==> config.mk <==
export PLATFORM = sky130hd
export DESIGN_NAME = sentry_timer
export DESIGN_NICKNAME = d
export VERILOG_FILES = /design/src/rtl/sentry_pkg.sv /design/src/rtl/sentry_bus.sv /design/src/rtl/sentry_core.sv /design/src/rtl/sentry_event.sv /design/src/rtl/sentry_timer.sv
export SDC_FILE = /design/constraint.sdc
export NUM_CORES = 1
export LEC_CHECK = 0
export BUFFER_PORTS_ARGS = -buffer_cell sky130_fd_sc_hd__buf_4
export CAP_MARGIN = 20
export CORE_ASPECT_RATIO = 1.2
export CORE_MARGIN = 4
export CORE_UTILIZATION = 25
export CTS_CLUSTER_DIAMETER = 60
export DETAILED_ROUTE_END_ITERATION = 16
export GPL_TIMING_DRIVEN = 1
export PLACE_DENSITY = 0.43
export SLEW_MARGIN = 0
export SYNTH_ARGS = -nofsm -noshare
export SYNTH_HDL_FRONTEND = slang
export SYNTH_SLANG_ARGS = --single-unit
==> constraint.sdc <==
create_clock -name clk -period 5.85 [get_ports clk]
set_input_delay 0.585 -clock clk [delete_from_list [all_inputs] [get_ports clk]]
set_output_delay 0.585 -clock clk [all_outputs]
set_load 0.005 [all_outputs]
==> src/rtl/sentry_pkg.sv <==
package sentry_pkg;
  typedef enum logic [1:0] {
    SZ_NONE = 2'b00,
    SZ_16   = 2'b01,
    SZ_32   = 2'b10,
    SZ_RSVD = 2'b11
  } acc_size_e;

  typedef enum logic [1:0] {
    EV_RESET = 2'b00,
    EV_NMI   = 2'b01,
    EV_GPI   = 2'b10,
    EV_NONE  = 2'b11
  } evt_sel_e;

  localparam int N_EVT = 3;

  localparam logic [3:0] OFS_CTL  = 4'h0;
  localparam logic [3:0] OFS_CNT  = 4'h4;
  localparam logic [3:0] OFS_STAT = 4'h8;
endpackage

==> src/rtl/sentry_bus.sv <==
module sentry_bus
  import sentry_pkg::*;
#(
  parameter int ADDR_W = 4,
  parameter int DATA_W = 32,
  parameter int CTL_W  = 16,
  parameter int CNT_W  = 32
) (
  input  logic              clk,
  input  logic              rst_n,
  input  logic              acc_valid,
  input  logic              acc_write,
  input  logic [ADDR_W-1:0] acc_addr,
  input  logic [1:0]        acc_size,
  input  logic [CTL_W-1:0]  ctl_q,
  input  logic [CNT_W-1:0]  cnt_q,
  input  logic [CNT_W-1:0]  stat_q,
  output logic              ctl_wr,
  output logic              cnt_wr,
  output logic              stat_wr,
  output logic              rsp_valid,
  output logic              rsp_err,
  output logic [DATA_W-1:0] rsp_rdata
);
  logic hit_ctl, hit_cnt, hit_stat, size_ok, good;
  logic [DATA_W-1:0] rd_mux;

  always_comb begin
    hit_ctl  = (acc_addr == ADDR_W'(OFS_CTL));
    hit_cnt  = (acc_addr == ADDR_W'(OFS_CNT));
    hit_stat = (acc_addr == ADDR_W'(OFS_STAT));
    if (hit_ctl)
      size_ok = (acc_size == SZ_16);
    else if (hit_cnt || hit_stat)
      size_ok = (acc_size == SZ_32);
    else
      size_ok = 1'b0;
    good = acc_valid && size_ok;
    ctl_wr  = good && acc_write && hit_ctl;
    cnt_wr  = good && acc_write && hit_cnt;
    stat_wr = good && acc_write && hit_stat;
    if (hit_ctl)
      rd_mux = DATA_W'(ctl_q);
    else if (hit_cnt)
      rd_mux = DATA_W'(cnt_q);
    else
      rd_mux = DATA_W'(stat_q);
  end

  always_ff @(posedge clk) begin
    if (!rst_n) begin
      rsp_valid <= 1'b0;
      rsp_err   <= 1'b0;
      rsp_rdata <= '0;
    end else begin
      rsp_valid <= acc_valid;
      rsp_err   <= acc_valid && !size_ok;
      rsp_rdata <= (good && !acc_write) ? rd_mux : '0;
    end
  end
endmodule

==> src/rtl/sentry_core.sv <==
module sentry_core #(
  parameter int               CTL_W    = 16,
  parameter int               CNT_W    = 32,
  parameter int               EN_LSB   = 4,
  parameter int               EN_W     = 8,
  parameter logic [EN_W-1:0]  DIS_CODE = 8'hAD,
  parameter int               RO_BIT   = 15,
  parameter logic [CTL_W-1:0] CTL_RST  = 16'h0AD6
) (
  input  logic             clk,
  input  logic             rst_n,
  input  logic             ctl_wr,
  input  logic             cnt_wr,
  input  logic             stat_wr,
  input  logic [CTL_W-1:0] ctl_val,
  input  logic [CNT_W-1:0] cnt_val,
  output logic [CTL_W-1:0] ctl_q,
  output logic [CNT_W-1:0] cnt_q,
  output logic [CNT_W-1:0] stat_q,
  output logic             running,
  output logic             expire
);
  logic             fired_q;
  logic [CTL_W-1:0] ctl_d;

  always_comb begin
    running = (ctl_q[EN_LSB +: EN_W] != DIS_CODE);
    expire  = running && (stat_q == '0) && !fired_q;
    ctl_d   = ctl_q;
    if (ctl_wr) begin
      ctl_d         = ctl_val;
      ctl_d[RO_BIT] = ctl_q[RO_BIT] & ~ctl_val[RO_BIT];
    end
    if (expire)
      ctl_d[RO_BIT] = 1'b1;
  end

  always_ff @(posedge clk) begin
    if (!rst_n)
      ctl_q <= CTL_RST;
    else
      ctl_q <= ctl_d;
  end

  always_ff @(posedge clk) begin
    if (!rst_n) begin
      cnt_q   <= '0;
      stat_q  <= '0;
      fired_q <= 1'b0;
    end else if (cnt_wr && !running) begin
      cnt_q   <= cnt_val;
      stat_q  <= cnt_val;
      fired_q <= 1'b0;
    end else if (stat_wr && running) begin
      stat_q  <= cnt_q;
      fired_q <= 1'b0;
    end else if (expire) begin
      fired_q <= 1'b1;
    end else if (running && stat_q != '0) begin
      stat_q  <= stat_q - CNT_W'(1);
    end
  end
endmodule

==> src/rtl/sentry_event.sv <==
module sentry_event #(
  parameter int N_OUT = 3,
  parameter int SEL_W = 2
) (
  input  logic             clk,
  input  logic             rst_n,
  input  logic             expire,
  input  logic [SEL_W-1:0] sel,
  output logic [N_OUT-1:0] evt_q
);
  for (genvar i = 0; i < N_OUT; i++) begin : g_evt
    always_ff @(posedge clk) begin
      if (!rst_n)
        evt_q[i] <= 1'b0;
      else
        evt_q[i] <= expire && (sel == SEL_W'(i));
    end
  end
endmodule

==> src/rtl/sentry_timer.sv <==
module sentry_timer
  import sentry_pkg::*;
#(
  parameter int              ADDR_W   = 4,
  parameter int              DATA_W   = 32,
  parameter int              CTL_W    = 16,
  parameter int              CNT_W    = 32,
  parameter int              EN_LSB   = 4,
  parameter int              EN_W     = 8,
  parameter logic [EN_W-1:0] DIS_CODE = 8'hAD,
  parameter int              SEL_LSB  = 1,
  parameter int              RO_BIT   = 15
) (
  input  logic              clk,
  input  logic              rst_n,
  input  logic              acc_valid,
  input  logic              acc_write,
  input  logic [ADDR_W-1:0] acc_addr,
  input  logic [1:0]        acc_size,
  input  logic [DATA_W-1:0] acc_wdata,
  output logic              rsp_valid,
  output logic              rsp_err,
  output logic [DATA_W-1:0] rsp_rdata,
  output logic              evt_reset,
  output logic              evt_nmi,
  output logic              evt_gpi
);
  localparam int SEL_W = 2;
  localparam logic [CTL_W-1:0] CTL_RST =
    (CTL_W'(DIS_CODE) << EN_LSB) | (CTL_W'(EV_NONE) << SEL_LSB);

  logic             ctl_wr, cnt_wr, stat_wr, running, expire;
  logic [CTL_W-1:0] ctl_q;
  logic [CNT_W-1:0] cnt_q, stat_q;
  logic [N_EVT-1:0] evt_q;

  sentry_bus #(
    .ADDR_W(ADDR_W), .DATA_W(DATA_W), .CTL_W(CTL_W), .CNT_W(CNT_W)
  ) u_bus (
    .clk(clk), .rst_n(rst_n), .acc_valid(acc_valid), .acc_write(acc_write),
    .acc_addr(acc_addr), .acc_size(acc_size), .ctl_q(ctl_q), .cnt_q(cnt_q),
    .stat_q(stat_q), .ctl_wr(ctl_wr), .cnt_wr(cnt_wr), .stat_wr(stat_wr),
    .rsp_valid(rsp_valid), .rsp_err(rsp_err), .rsp_rdata(rsp_rdata)
  );

  sentry_core #(
    .CTL_W(CTL_W), .CNT_W(CNT_W), .EN_LSB(EN_LSB), .EN_W(EN_W),
    .DIS_CODE(DIS_CODE), .RO_BIT(RO_BIT), .CTL_RST(CTL_RST)
  ) u_core (
    .clk(clk), .rst_n(rst_n), .ctl_wr(ctl_wr), .cnt_wr(cnt_wr),
    .stat_wr(stat_wr), .ctl_val(acc_wdata[CTL_W-1:0]),
    .cnt_val(acc_wdata[CNT_W-1:0]), .ctl_q(ctl_q), .cnt_q(cnt_q),
    .stat_q(stat_q), .running(running), .expire(expire)
  );

  sentry_event #(.N_OUT(N_EVT), .SEL_W(SEL_W)) u_evt (
    .clk(clk), .rst_n(rst_n), .expire(expire),
    .sel(ctl_q[SEL_LSB +: SEL_W]), .evt_q(evt_q)
  );

  assign evt_reset = evt_q[0];
  assign evt_nmi   = evt_q[1];
  assign evt_gpi   = evt_q[2];
endmodule

-- Word-level counts from Yosys, hierarchy flattened
Index checks and enable logic that the tools add are counted.
- bits in registers: 118
- logic and storage cells: 65
- bitwise operators: 4
- equality and inequality tests: 8
- reductions and logical operators: 30
- add/subtract/negate cells: 1
- muxes and demuxes: 10
- operators by type and width (kind ; number):
    $mux 32 ; 5
    $logic_not 32->1 ; 1
    $mux 16 ; 2
    $reduce_bool 32->1 ; 1
    $sub 32x1->32 const B ; 1
    $logic_and 1x1->1 ; 15
    $ne 8x8->1 const B ; 1
    $reduce_or 3->1 ; 2
    $eq 2x1->1 const B ; 2
    $eq 2x2->1 const B ; 2
    $eq 4x3->1 const B ; 1
    $eq 4x4->1 const B ; 1
    $logic_not 1->1 ; 4
    $logic_not 4->1 ; 1
    $reduce_and 2->1 ; 2
    $mux 1 ; 3
    $ne 3x3->1 const B ; 1
    $not 1->1 ; 3
    $reduce_bool 3->1 ; 1
    $logic_not 2->1 ; 1
    $reduce_bool 2->1 ; 1
    $and 1x1->1 ; 1
    $logic_or 1x1->1 ; 1

-- Longest topological paths before layout
Gate-level depths: netlist of the first run.
- word-level depth: 10
- mapped depth: 9

-- Modules after synthesis
A second synthesis of the first run with hierarchy kept.
- cells, all modules: 680
- area, all modules: 5818.1 um^2
- by module, submodules not included (module ; area each (um^2) ; seq. area each (um^2) ; cells each ; instances):
    sentry_core ; 4070.2 ; 1621.6 ; 511 ; 1
    sentry_bus ; 1652.8 ; 680.7 ; 163 ; 1
    sentry_event ; 95.1 ; 60.1 ; 6 ; 1

-- Least setup slack after synthesis of the first run
No wires, ideal clock.
- path kind: input to register
- start: input acc_addr[3]
- end: register u_core.stat_q[6]
- arrival: 2417 ps
- stages on the path: 7
- path buffers: 1
- setup slack: 3359 ps
- path through: nor4b_1 > o31ai_1 > or4_1 > o21ai_1 > clkbuf_1 > o21ai_0 > a31oi_1
- cells in the longest elaborated chain, start to end: 10
- elaborated cells on any way between the ends: 17
- those cells by class: 3 x eq/ne; 4 x mux; 10 x reduce/logical
- RTL lines (item ; RTL line ; text):
    start: declaration ; sentry_timer.sv:18 ; input logic [ADDR_W-1:0] acc_addr,
    $eq 4x3->1 / $eq 4x4->1 (equally long branches) ; sentry_bus.sv:30, sentry_bus.sv:31 ;
    $logic_or 1x1->1 ; sentry_bus.sv:34 ; else if (hit_cnt || hit_stat)
    $mux 1 ; sentry_bus.sv:34 ;
    $mux 1 ; sentry_bus.sv:32 ; if (hit_ctl)
    $logic_and 1x1->1 ; sentry_bus.sv:38 ; good = acc_valid && size_ok;
    $logic_and 1x1->1 ; sentry_bus.sv:40, sentry_bus.sv:41 ;
    $logic_and 1x1->1, on equally long branches ; sentry_bus.sv:41, sentry_bus.sv:40 ;
    $logic_and 1x1->1, on equally long branches ; sentry_core.sv:54, sentry_core.sv:50 ;
    $ne 3x3->1 (no line), or another cell as far along ; - ;
    $reduce_and 2->1 (no line) / $mux 32 (equally long branches) ; - ;
    end signal: assignment ; sentry_core.sv:52 ; stat_q <= cnt_val;
    end signal: assignment ; sentry_core.sv:55 ; stat_q <= cnt_q;
    end signal: assignment ; sentry_core.sv:60 ; stat_q <= stat_q - CNT_W'(1);
    end: declaration ; sentry_core.sv:19 ; output logic [CNT_W-1:0] stat_q,
Parallel ways exist; a longest one is shown, timed or not.
A chain may end at the register's enable or synchronous reset.

-- Worst setup path after layout of the first run
- start: register u_core.stat_q[7]
- end: register u_core.stat_q[26]
- cells in the longest elaborated chain, start to end: 5
- elaborated cells on any way between the ends: 13
- those cells by class: 1 x add/sub; 1 x eq/ne; 4 x mux; 7 x reduce/logical
- RTL lines (item ; RTL line):
    $sub 32x1->32 / $logic_not 32->1 (equally long branches) ; sentry_core.sv:60, sentry_core.sv:28
    $mux 32 / $logic_and 1x1->1 (equally long branches) ; sentry_core.sv:59, sentry_core.sv:28
    $mux 32 / $logic_and 1x1->1 (equally long branches) ; sentry_core.sv:57, sentry_core.sv:28
    $mux 32 / $ne 3x3->1 (equally long branches) ; -
    $mux 32 / $reduce_and 2->1 (equally long branches) ; -
Parallel ways exist; a longest one is shown, timed or not. The select of a mux whose other input is x is not followed.

==> metrics.txt, run 1 <==
Core Footprint 21,120 um^2; DRC marker count from the first detailed-route iteration 360; placer congestion estimate 0.7888; main combinational cell family by area after synthesis simple AND/OR/NAND/NOR gates; synth warn 0; number of antenna violations at the first check in global routing 0; die span in y 169.0 um; pin count of the biggest net entering global routing 64; Port-buffer cells 78; Sinks on Clock Net 118; netlist area before placement 5403 um^2; Clock Skew 0.01041 ns; max-slew violation count 0; clock root buffer clkbuf_16; Worst EP arrival 3.41 ns; synthesized-area fraction occupied by and/or/nand/nor cells 26.61%; Critical Path Start Type register; Post-CTS Resized 0; final number of hold-violating endpoints 0; number of core rows 58; Hold WC Path Type in2reg; portion of the post-synthesis area used by sequential elements 43.72%; total via count after detailed routing 5,128; start-to-end type of the worst setup path reg2reg; final count of negative-setup-slack endpoints 0; aggregate global routing overflow 0; fraction of layout instances using a drive strength above 1 17.95%; Max transition margin 42.47%; Async S/R FF share, synth 0%; Fin Hold WS 0.3800 ns; Worst Tran Pin Value 0.8618 ns; nets@finish 799; DRT Wirelength 16,960 um; clock tree buffer depth 2; gate count of the mapped netlist 698; wire length of the first global-routing pass 27,450 um; Area growth, synth to finish 26.96%; Routed Antenna Nets 0; register bit count reported by yosys 118; number of clock buffers inserted by TritonCTS 17; Peak supply drop 0.1944 mV; cell area power density 284.5 nW/um^2; required time of the critical path 6.17 ns; syn_area_per_cell 7.740 um^2; clk slew on worst S/H paths 0.06 ns; Critical Path Sink Type register; horizontal extent of the die 142.2 um; number of setup buffers added after CTS 0; number of search-and-repair iterations in the first detailed-routing pass 4; Setup TNS Final 0 ns; placed wire-length estimate after detailed placement 11,010 um; number of violations of the max-capacitance limit 0; dominant register cell in the synthesized netlist dfxtp_1; filler instances 2,284; distinct cell type count of the synthesized netlist 49; Worst-Skew Late Latency 0.43 ns; Post-Synthesis Net Count 741; number of flops mapped to enable cells by yosys 0; Synth Area in XOR/XNOR 4.053%; multiplexer fraction of the synthesized cell area 0.4169%; setup repair after global routing missed its margin false; drt via density 4.936; clock tree from TritonCTS yes; hold-fix buffers at CTS 0; fin crit share 52.95%; adder-cell share of the synthesized area 0.2316%; average wire per standard cell 16.32 um; Total Die Area 24,040 um^2; minimum period implied by the final worst setup slack 3.097 ns; f_max 0.3229 GHz; top-level I/O count 79; Lkg Pwr 2.805 nW; vias in the first global route 5,235; Synth Area in Compound Gates 21.21%; critical path fanouts, max 33; GRT Overall Usage 14.42%; antenna cell count 0; outcome finished clean; Max H-tree Level 4; drt drc 0; effective utilization at floorplan 25.58%
## layout make-up
type | instances | area (um^2) | share of cell area [%]
Clock buffer | 19 | 442.9 | 6.457
Inverter | 5 | 18.77 | 0.2736
Multi-Input combinational cell | 526 | 2863 | 41.74
Sequential cell | 118 | 2362 | 34.44
Clock inverter | 13 | 156.4 | 2.280
Tap cell | 270 | 337.8 | 4.925
Timing Repair Buffer | 88 | 678.2 | 9.887
## registers in the layout (all words and copies together) (netlist names)
| signal | cells |
|---|---|
| u_bus.rsp_err | 1 |
| u_bus.rsp_rdata | 32 |
| u_core.cnt_q | 32 |
| u_core.fired_q | 1 |
| u_core.stat_q | 32 |
| u_core.ctl_q | 16 |
| u_evt.evt_q | 3 |
| u_bus.rsp_valid | 1 |
## worst paths after layout
| path | startpoint | endpoint | slack [ns] | cells after the start |
|---|---|---|---|---|
| setup / recovery | u_core.stat_q[7] | u_core.stat_q[26] | 2.75 | 6 |
| hold / removal | acc_wdata[11] | u_core.ctl_q[11] | 0.38 | 3 |
| setup reg to reg | u_core.stat_q[7] | u_core.stat_q[26] | 2.75 | 6 |
| hold reg to reg | u_core.ctl_q[3] | u_core.ctl_q[3] | 0.45 | 2 |
## power breakdown
group	switching [mW]	internal [mW]	leakage, nW
clock	0.392	0.677	0.281
combinational	0.0416	0.0344	1.57
sequential	0.000968	0.805	0.951
## kinds of logic (layout without fill, tap and decap cells)
| family | after synthesis | count (layout) |
|---|---|---|
| mux | 2 | 2 |
| fa+ha+maj | 1 | 1 |
| flops | 118 | 118 |
| xor+xnor | 25 | 25 |
| simple gates | 306 | 306 |
| buf+inv | 54 | 125 |
| compound gates | 192 | 192 |
## layout by cell type, fill, tap and decap left out, types with 3 or more instances in the layout
cell,instances
nand2_1,176
or4_1,4
nand3_1,28
nor3_1,7
nor2_1,36
inv_1,4
clkbuf_16,17
or3_1,4
o211ai_1,16
a21boi_0,6
clkinvlp_4,5
a31oi_1,29
xor2_1,9
clkinv_2,4
or4_4,3
and2_1,3
a211o_1,7
buf_4,86
a21o_1,7
bufinv_16,3
o31ai_1,4
nor4bb_1,4
a21oi_1,57
nand4_1,6
nor4_1,15
xnor2_1,16
o21ai_0,56
nor4b_1,3
dfxtp_1,118
## worst max-delay path, stage by stage (launching register included)
cell     delay [ns]
dfxtp_1        0.36
nor4_1         0.56
nand4_1        0.53
nor4_1         0.60
o21ai_4        0.30
buf_4          0.33
o221a_2        0.29
## cell usage after synthesis (2+ instances only)
master	number	area share (%)
o21ai_0	56	5.2
a21boi_0	6	0.83
nor4b_1	3	0.49
a211oi_1	2	0.28
a21o_1	7	0.97
o31ai_1	4	0.56
nand4_1	6	0.69
nor2_1	36	2.5
or4_4	3	0.63
and4b_1	2	0.37
a21oi_1	57	5.3
inv_1	4	0.28
nand3_1	28	2.6
xnor2_1	16	2.6
or3_1	4	0.46
dfxtp_1	118	44
a211o_1	7	1.1
o21a_1	2	0.28
or4_1	4	0.56
nor3_1	8	0.74
xor2_1	9	1.5
o211ai_1	16	2.2
and2_1	3	0.35
nor4bb_1	4	0.74
a31oi_1	29	3.4
clkbuf_1	49	3.4
or2_2	2	0.23
nor4_1	15	1.7
nor2b_1	2	0.23
mux2_2	2	0.42
nand2_1	176	12
## routing by layer
layer / share of wire [%] / routed length [um] / track usage (%)
met1: 46 / 7796 / 17.62
met2: 47 / 7952 / 23.95
met3: 4.7 / 799 / 3.560
met4: 2.4 / 413 / 6.302
met5: 0 / 0 / 0
## metrics by stage
stage	cell area, um^2	power (mW)	std cells	utilization, %	setup WS (ns)
2_1_floorplan	5403	0.8589	698	-	3.359
3_3_place_gp	6227	0.8988	1005	29.49	2.691
3_5_place_dp	6260	0.9002	1007	29.64	2.623
4_1_cts	6859	1.975	1039	32.48	2.745
5_1_grt	6859	2.013	1039	32.48	2.413
6_report	6859	1.951	1039	32.48	2.753
Note: power is estimated with default switching activity, not from simulation.
==> run 2: changes to the inputs <==
--- a/config.mk
+++ b/config.mk
@@ -5,6 +5,7 @@
 export SDC_FILE = /design/constraint.sdc
 export NUM_CORES = 1
 export LEC_CHECK = 0
+export ABC_AREA = 1
 export BUFFER_PORTS_ARGS = -buffer_cell sky130_fd_sc_hd__buf_4
 export CAP_MARGIN = 20
 export CORE_ASPECT_RATIO = 1.2
==> constraint.sdc (replaced) <==
create_clock -name clk -period 3 [get_ports clk]
set_input_delay 0.3 -clock clk [delete_from_list [all_inputs] [get_ports clk]]
set_output_delay 0.3 -clock clk [all_outputs]
set_load 0.005 [all_outputs]
==> metrics.txt, run 2 <==
drt via density 4.519 (was 4.936); cell types with the highest counts after synthesis 254 x nand2_1, 142 x nor2_1, 118 x dfxtp_1, 96 x inv_1, 74 x nand3_1 (was 176 x nand2_1, 118 x dfxtp_1, 57 x a21oi_1, 56 x o21ai_0, 49 x clkbuf_1); gate count of the mapped netlist 930 (was 698); critical path, cell by cell nand2_1, inv_1, nand2_1, nor2_2, nor2_2, nand3_4, nand3_4, buf_4, nand2_1, a21oi_1, nor2_1 (was nor4_1, nand4_1, nor4_1, o21ai_4, buf_4, o221a_2); total via count after detailed routing 5,997 (was 5,128); placer congestion estimate 0.8260 (was 0.7888); final count of negative-setup-slack endpoints 0 (unchanged); distinct cell type count of the synthesized netlist 30 (was 49); Worst EP arrival 2.82 ns (was 3.41 ns); vias in the first global route 5,964 (was 5,235); Area growth, synth to finish 24.50% (was 26.96%); power after layout 3.890 mW (was 1.951 mW); Hold WC Path Type in2reg (unchanged); wire length of the first global-routing pass 31,210 um (was 27,450 um); clock tree from TritonCTS yes (unchanged); pin count of the biggest net entering global routing 50 (was 64); multi-input combinational cell area 3097 um^2 (was 2863 um^2); most frequent cells in the layout 254 x nand2_1, 142 x nor2_1, 118 x dfxtp_1, 96 x inv_1, 89 x buf_4 (was 176 x nand2_1, 118 x dfxtp_1, 86 x buf_4, 57 x a21oi_1, 56 x o21ai_0); antenna cell count 0 (unchanged); cell area power density 515.5 nW/um^2 (was 284.5 nW/um^2); cell family contributing the most delay on the critical path simple AND/OR/NAND/NOR gates (unchanged); number of core rows 62 (was 58); setup repair after global routing missed its margin false (unchanged); horizontal extent of the die 150.2 um (was 142.2 um); number of clock buffers inserted by TritonCTS 17 (unchanged); number of search-and-repair iterations in the first detailed-routing pass 5 (was 4); Critical Path Sink Type register (unchanged); Sinks on Clock Net 118 (unchanged); clock tree buffer depth 2 (unchanged); Post-CTS Resized 0 (unchanged); clock root buffer clkbuf_16 (unchanged); largest stage delay on the critical path 0.69 ns (was 0.60 ns); Async S/R FF share, synth 0% (unchanged); Setup TNS Final 0 ns (unchanged); DRT Wirelength 19,150 um (was 16,960 um); Clock Skew 0.01494 ns (was 0.01041 ns); Total Die Area 26,810 um^2 (was 24,040 um^2); most frequent standard cell in the layout excluding fill and tap cells nand2_1 (unchanged); nets@finish 1,038 (was 799); clk slew on worst S/H paths 0.05 ns (was 0.06 ns); syn_area_per_cell 6.518 um^2 (was 7.740 um^2); slowest cell on the critical path nor2_2 (was nor4_1); GRT Overall Usage 14.76% (was 14.42%); Max transition margin 39.99% (was 42.47%); dominant register cell in the synthesized netlist dfxtp_1 (unchanged); total buffers and inverters traversed by the critical path 2 (was 1); top-level I/O count 79 (unchanged); main area contributors after synthesis dfxtp_1 39%, nand2_1 16%, nor2_1 8.8% (was dfxtp_1 44%, nand2_1 12%, a21oi_1 5.3%); register bit count reported by yosys 118 (unchanged); cell occurring most often along the worst timing path nand2_1 (was nor4_1); f_max 0.3981 GHz (was 0.3229 GHz); share of Yosys cell area claimed by the top area cell type 38.97% (was 43.72%); average wire per standard cell 14.43 um (was 16.32 um); synth warn 0 (unchanged); portion of the post-synthesis area used by sequential elements 38.97% (was 43.72%); leading registers by flop count u_bus.rsp_rdata: 32 flops, u_core.cnt_q: 32 flops, u_core.stat_q: 32 flops (unchanged); required time of the critical path 3.31 ns (was 6.17 ns); Port-buffer cells 78 (unchanged); Critical Path Start Type register (unchanged); effective utilization at floorplan 25.37% (was 25.58%); final number of hold-violating endpoints 0 (unchanged); Yosys top cell by area dfxtp_1 (unchanged); hold-fix buffers at CTS 0 (unchanged); Core Footprint 23,890 um^2 (was 21,120 um^2); filler instances 2,722 (was 2,284); Routed Antenna Nets 0 (unchanged); Lkg Pwr 3.373 nW (was 2.805 nW); number of violations of the max-capacitance limit 0 (unchanged); DRC marker count from the first detailed-route iteration 270 (was 360); aggregate global routing overflow 0 (unchanged); number of flops mapped to enable cells by yosys 0 (unchanged); fraction of layout instances using a drive strength above 1 14.10% (was 17.95%); netlist area before placement 6062 um^2 (was 5403 um^2); area taken by flip-flops and latches 2362 um^2 (unchanged); placed wire-length estimate after detailed placement 14,080 um (was 11,010 um); Worst-Skew Late Latency 0.42 ns (was 0.43 ns); minimum period implied by the final worst setup slack 2.512 ns (was 3.097 ns); max-slew violation count 0 (unchanged); fin crit share 83.72% (was 52.95%); Post-Synthesis Net Count 973 (was 741); Max H-tree Level 4 (unchanged); number of setup buffers added after CTS 0 (unchanged); outcome finished clean (unchanged); Peak supply drop 0.2802 mV (was 0.1944 mV); start-to-end type of the worst setup path reg2reg (unchanged); number of antenna violations at the first check in global routing 0 (unchanged); Worst Tran Pin Value 0.8991 ns (was 0.8618 ns); die span in y 178.6 um (was 169.0 um); most frequent cell after synthesis nand2_1 (unchanged); drt drc 0 (unchanged); critical path fanouts, max 21 (was 33)
## run 2: cell count changes in the layout (fill, tap and decap cells not counted), moves of 28 or more
cell,before,now
a211oi_1,2,30
a31oi_1,29,0
inv_1,4,96
nand2_1,176,254
nand3_1,28,74
nor2_1,36,142
o21ai_0,56,16
## run 2: cell type report
type,instances,area share (%)
Clock buffer,21,6.101
Clock inverter,10,2.023
Inverter,103,5.123
Multi-Input combinational cell,665,41.03
Sequential cell,118,31.30
Tap cell,320,5.305
Timing Repair Buffer,90,9.118
## run 2: tightest hold or removal path, stage by stage
cell and delay [ns]:
buf_4 0.08, nand2_1 0.04, o211ai_1 0.06
## run 2: per-layer routing
metal / part of all wire [%] / track usage [%]
met3: 3.6 / 2.795
met2: 51 / 26.45
met1: 45 / 18.10
met4: 1.0 / 3.738
met5: 0 / 0
## run 2: logic make-up (layout without fill, tap and decap cells)
group                    Yosys count  in the layout  share of synthesized area (%)
flip-flops                       118            118                          38.97
XOR/XNOR                           9              9                          1.300
buffers and inverters            147            224                          9.949
AO/OA/AOI/OAI                    131            131                          12.47
adder cells (fa/ha/maj)            1              1                         0.2064
AND/OR/NAND/NOR                  524            524                          37.11
## run 2: power by group
part | switching [mW] | total [mW] | leakage [nW] | internal (mW)
Combinational | 0.0930 | 0.155 | 2.12 | 0.0624
Clock | 0.741 | 2.16 | 0.302 | 1.42
Sequential | 0.00198 | 1.57 | 0.951 | 1.57
## run 2: worst paths after layout
kind	startpoint	end	slack (ns)	cells after the start
min	acc_wdata[4]	u_core.ctl_q[4]	0.12	3
min reg2reg	u_core.ctl_q[3]	u_core.ctl_q[3]	0.45	2
max	u_core.ctl_q[11]	u_core.stat_q[28]	0.49	11
max reg2reg	u_core.ctl_q[11]	u_core.stat_q[28]	0.49	11
## run 2: stage by stage
stage,setup WS (ns),hold WS (ns),util (%),instances,instance area (um^2)
floorplan,1.249,0.4297,-,930,6062
CTS,0.4654,0.09736,31.59,1327,7547
global placement,0.4765,0.4399,29.02,1296,6934
global route,0.2564,0.1162,31.59,1327,7547
finish,0.4883,0.1189,31.59,1327,7547
detailed placement,0.4128,0.4480,29.02,1296,6934
==> run 3: changes to the inputs <==
--- a/config.mk
+++ b/config.mk
@@ -5,7 +5,7 @@
 export SDC_FILE = /design/constraint.sdc
 export NUM_CORES = 1
 export LEC_CHECK = 0
-export ABC_AREA = 1
+export ABC_AREA = 0
 export BUFFER_PORTS_ARGS = -buffer_cell sky130_fd_sc_hd__buf_4
 export CAP_MARGIN = 20
 export CORE_ASPECT_RATIO = 1.2
@@ -14,7 +14,7 @@
 export CTS_CLUSTER_DIAMETER = 60
 export DETAILED_ROUTE_END_ITERATION = 16
 export GPL_TIMING_DRIVEN = 1
-export PLACE_DENSITY = 0.43
+export PLACE_DENSITY = 0.45
 export SLEW_MARGIN = 0
 export SYNTH_ARGS = -nofsm -noshare
 export SYNTH_HDL_FRONTEND = slang
==> constraint.sdc (replaced) <==
create_clock -name clk -period 2.2 [get_ports clk]
set_input_delay 0.22 -clock clk [delete_from_list [all_inputs] [get_ports clk]]
set_output_delay 0.22 -clock clk [all_outputs]
set_load 0.005 [all_outputs]
==> metrics.txt, run 3 (synthesis gave the netlist of run 1 again) <==
f_max 0.4030 GHz (was 0.3981 GHz); Lkg Pwr 3.364 nW (was 3.373 nW); total buffers and inverters traversed by the critical path 0 (was 2); drt drc 0 (unchanged); total length of routed met2 wires 8665 um (was 9676 um); max-slew violation count 0 (unchanged); average wire per standard cell 15.94 um (was 14.43 um); placed wire-length estimate after detailed placement 12,500 um (was 14,080 um); setup repair after global routing missed its margin true (was false); number of clock buffers inserted by TritonCTS 17 (unchanged); total via count after detailed routing 5,397 (was 5,997); Max H-tree Level 4 (unchanged); critical path fanouts, max 3 (was 21); top layer reached by signal wires met4 (unchanged); number of core rows 58 (was 62); cell occurring most often along the worst timing path or4_4 (was nand2_1); Placed Cells 1,102 (was 1,296); Critical Path Start Type register (unchanged); worst setup margin -0.2811 ns (was 0.4883 ns); pin count of the biggest net entering global routing 40 (was 50); critical path, cell by cell or4_4, or3_4, or4_4, or4_4, nor2_4, nor4b_4 (was nand2_1, inv_1, nand2_1, nor2_2, nor2_2, nand3_4, nand3_4, buf_4, nand2_1, a21oi_1, nor2_1); Area growth, synth to finish 43.72% (was 24.50%); fraction of layout instances using a drive strength above 1 28.16% (was 14.10%); cell area power density 659.7 nW/um^2 (was 515.5 nW/um^2); aggregate global routing overflow 0 (unchanged); final number of hold-violating endpoints 0 (unchanged); placer congestion estimate 0.7982 (was 0.8260); DRT Wirelength 18,180 um (was 19,150 um); die span in y 169.0 um (was 178.6 um); number of violations of the max-capacitance limit 0 (unchanged); fin crit share 112.8% (was 83.72%); start-to-end type of the worst setup path reg2reg (unchanged); Total Die Area 24,040 um^2 (was 26,810 um^2); most frequent standard cell in the layout excluding fill and tap cells nand2_1 (unchanged); GRT Overall Usage 15.47% (was 14.76%); Port-buffer cells 78 (unchanged); clock tree from TritonCTS yes (unchanged); antenna cell count 0 (unchanged); Worst EP arrival 2.81 ns (was 2.82 ns); Routed Antenna Nets 0 (unchanged); Sinks on Clock Net 118 (unchanged); clk slew on worst S/H paths 0.06 ns (was 0.05 ns); cell family contributing the most delay on the critical path simple AND/OR/NAND/NOR gates (unchanged); Post-Place Setup Slack -0.2614 ns (was 0.4128 ns); Critical Path Sink Type register (unchanged); number of search-and-repair iterations in the first detailed-routing pass 4 (was 5); nets@finish 900 (was 1,038); required time of the critical path 2.53 ns (was 3.31 ns); clock root buffer clkbuf_16 (unchanged); minimum period implied by the final worst setup slack 2.481 ns (was 2.512 ns); Non-Filler Instances 1,140 (was 1,327); top-level I/O count 79 (unchanged); Hold WC Path Type in2reg (unchanged); clock tree buffer depth 2 (unchanged); Clock Skew 0.005537 ns (was 0.01494 ns); most frequent cells in the layout 176 x nand2_1, 173 x buf_4, 117 x dfxtp_1, 57 x a21oi_1, 41 x o21ai_0 (was 254 x nand2_1, 142 x nor2_1, 118 x dfxtp_1, 96 x inv_1, 89 x buf_4); horizontal extent of the die 142.2 um (was 150.2 um); DRC marker count from the first detailed-route iteration 286 (was 270); final count of negative-setup-slack endpoints 37 (was 0); routed length on met1 8569 um (was 8587 um); wire length of the first global-routing pass 29,410 um (was 31,210 um); leading registers by flop count u_bus.rsp_rdata: 32 flops, u_core.cnt_q: 32 flops, u_core.stat_q: 32 flops (unchanged); largest stage delay on the critical path 0.53 ns (was 0.69 ns); hold-fix buffers at CTS 0 (unchanged); number of antenna violations at the first check in global routing 0 (unchanged); Core Footprint 21,120 um^2 (was 23,890 um^2); vias in the first global route 5,475 (was 5,964); drt via density 4.734 (was 4.519); effective utilization at floorplan 25.58% (was 25.37%); outcome finished, violations left (was finished clean); Worst-Skew Late Latency 0.42 ns (about the same); Max transition margin 69.94% (was 39.99%); Worst Tran Pin Value 0.4510 ns (was 0.8991 ns); slowest cell on the critical path or4_4 (was nor2_2); Peak supply drop 0.5844 mV (was 0.2802 mV); met3 wire length 658 um (was 687 um); failing checks setup timing
[run 3: cell count changes in the layout (fill, tap and decap cells not counted), sizes merged, moves of 31 or more]
| cell | delta |
|---|---|
| nand2 | -83 |
| inv | -98 |
| nand3 | -49 |
| o21ai | +31 |
| nor2 | -110 |
| buf | +98 |
[run 3: area by class of cell]
class	count	area, um^2
Inverter	5	18.77
Clock inverter	9	100.1
Multi-Input combinational cell	526	2909
Tap cell	270	337.8
Sequential cell	118	2364
Timing Repair Buffer	189	1558
Fill cell	2213	13350
Clock buffer	23	478.0
[run 3: worst register-to-register path, stage by stage (launching register included)]
cell and delay, ns:
dfxtp_2 0.32, or4_4 0.53, or3_4 0.35, or4_4 0.43
or4_4 0.47, nor2_4 0.12, nor4b_4 0.18
[run 3: path summary, 6_finish.rpt]
check | end | start | slack (ns) | cells after the start
setup / recovery | u_evt.evt_q[0] | u_core.stat_q[24] | -0.28 | 6
hold / removal | u_core.ctl_q[4] | acc_wdata[4] | 0.02 | 3
setup reg to reg | u_evt.evt_q[0] | u_core.stat_q[24] | -0.28 | 6
hold reg to reg | u_core.ctl_q[14] | u_core.ctl_q[14] | 0.46 | 2
[run 3: where the power goes]
part	switching (mW)	total (mW)	internal [mW]	leakage (nW)
logic	0.116	0.227	0.111	2.13
registers	0.00201	2.14	2.14	0.951
clock network	1.01	2.75	1.75	0.283
[run 3: timing repair]
item,4_1_cts,5_1_grt
setup buffers,1,1
gates cloned,4,0
endpoints found under the setup margin,37,62
pin swaps,1,1
gates resized for setup,19,10
[run 3: layer usage]
metal / track usage, % / vias to the layer above
met5: 0 / -
met4: 4.674 / 0
met3: 3.080 / 18
met2: 25.45 / 99
met1: 20.42 / 2490
li1: - / 2790
[run 3: through the flow]
stage          hold WS, ns  power, mW  util (%)  TNS, ns  area, um^2
2_1_floorplan       0.3440      2.284         -  -0.9153        5404
3_3_place_gp        0.4408      2.417     33.42   -4.507        7057
3_5_place_dp        0.4482      2.416     33.42   -6.186        7057
4_1_cts           0.009156      5.181     36.62   -7.116        7732
5_1_grt            0.02633      5.290     36.77   -10.20        7765
6_report           0.02215      5.123     36.77   -6.229        7765
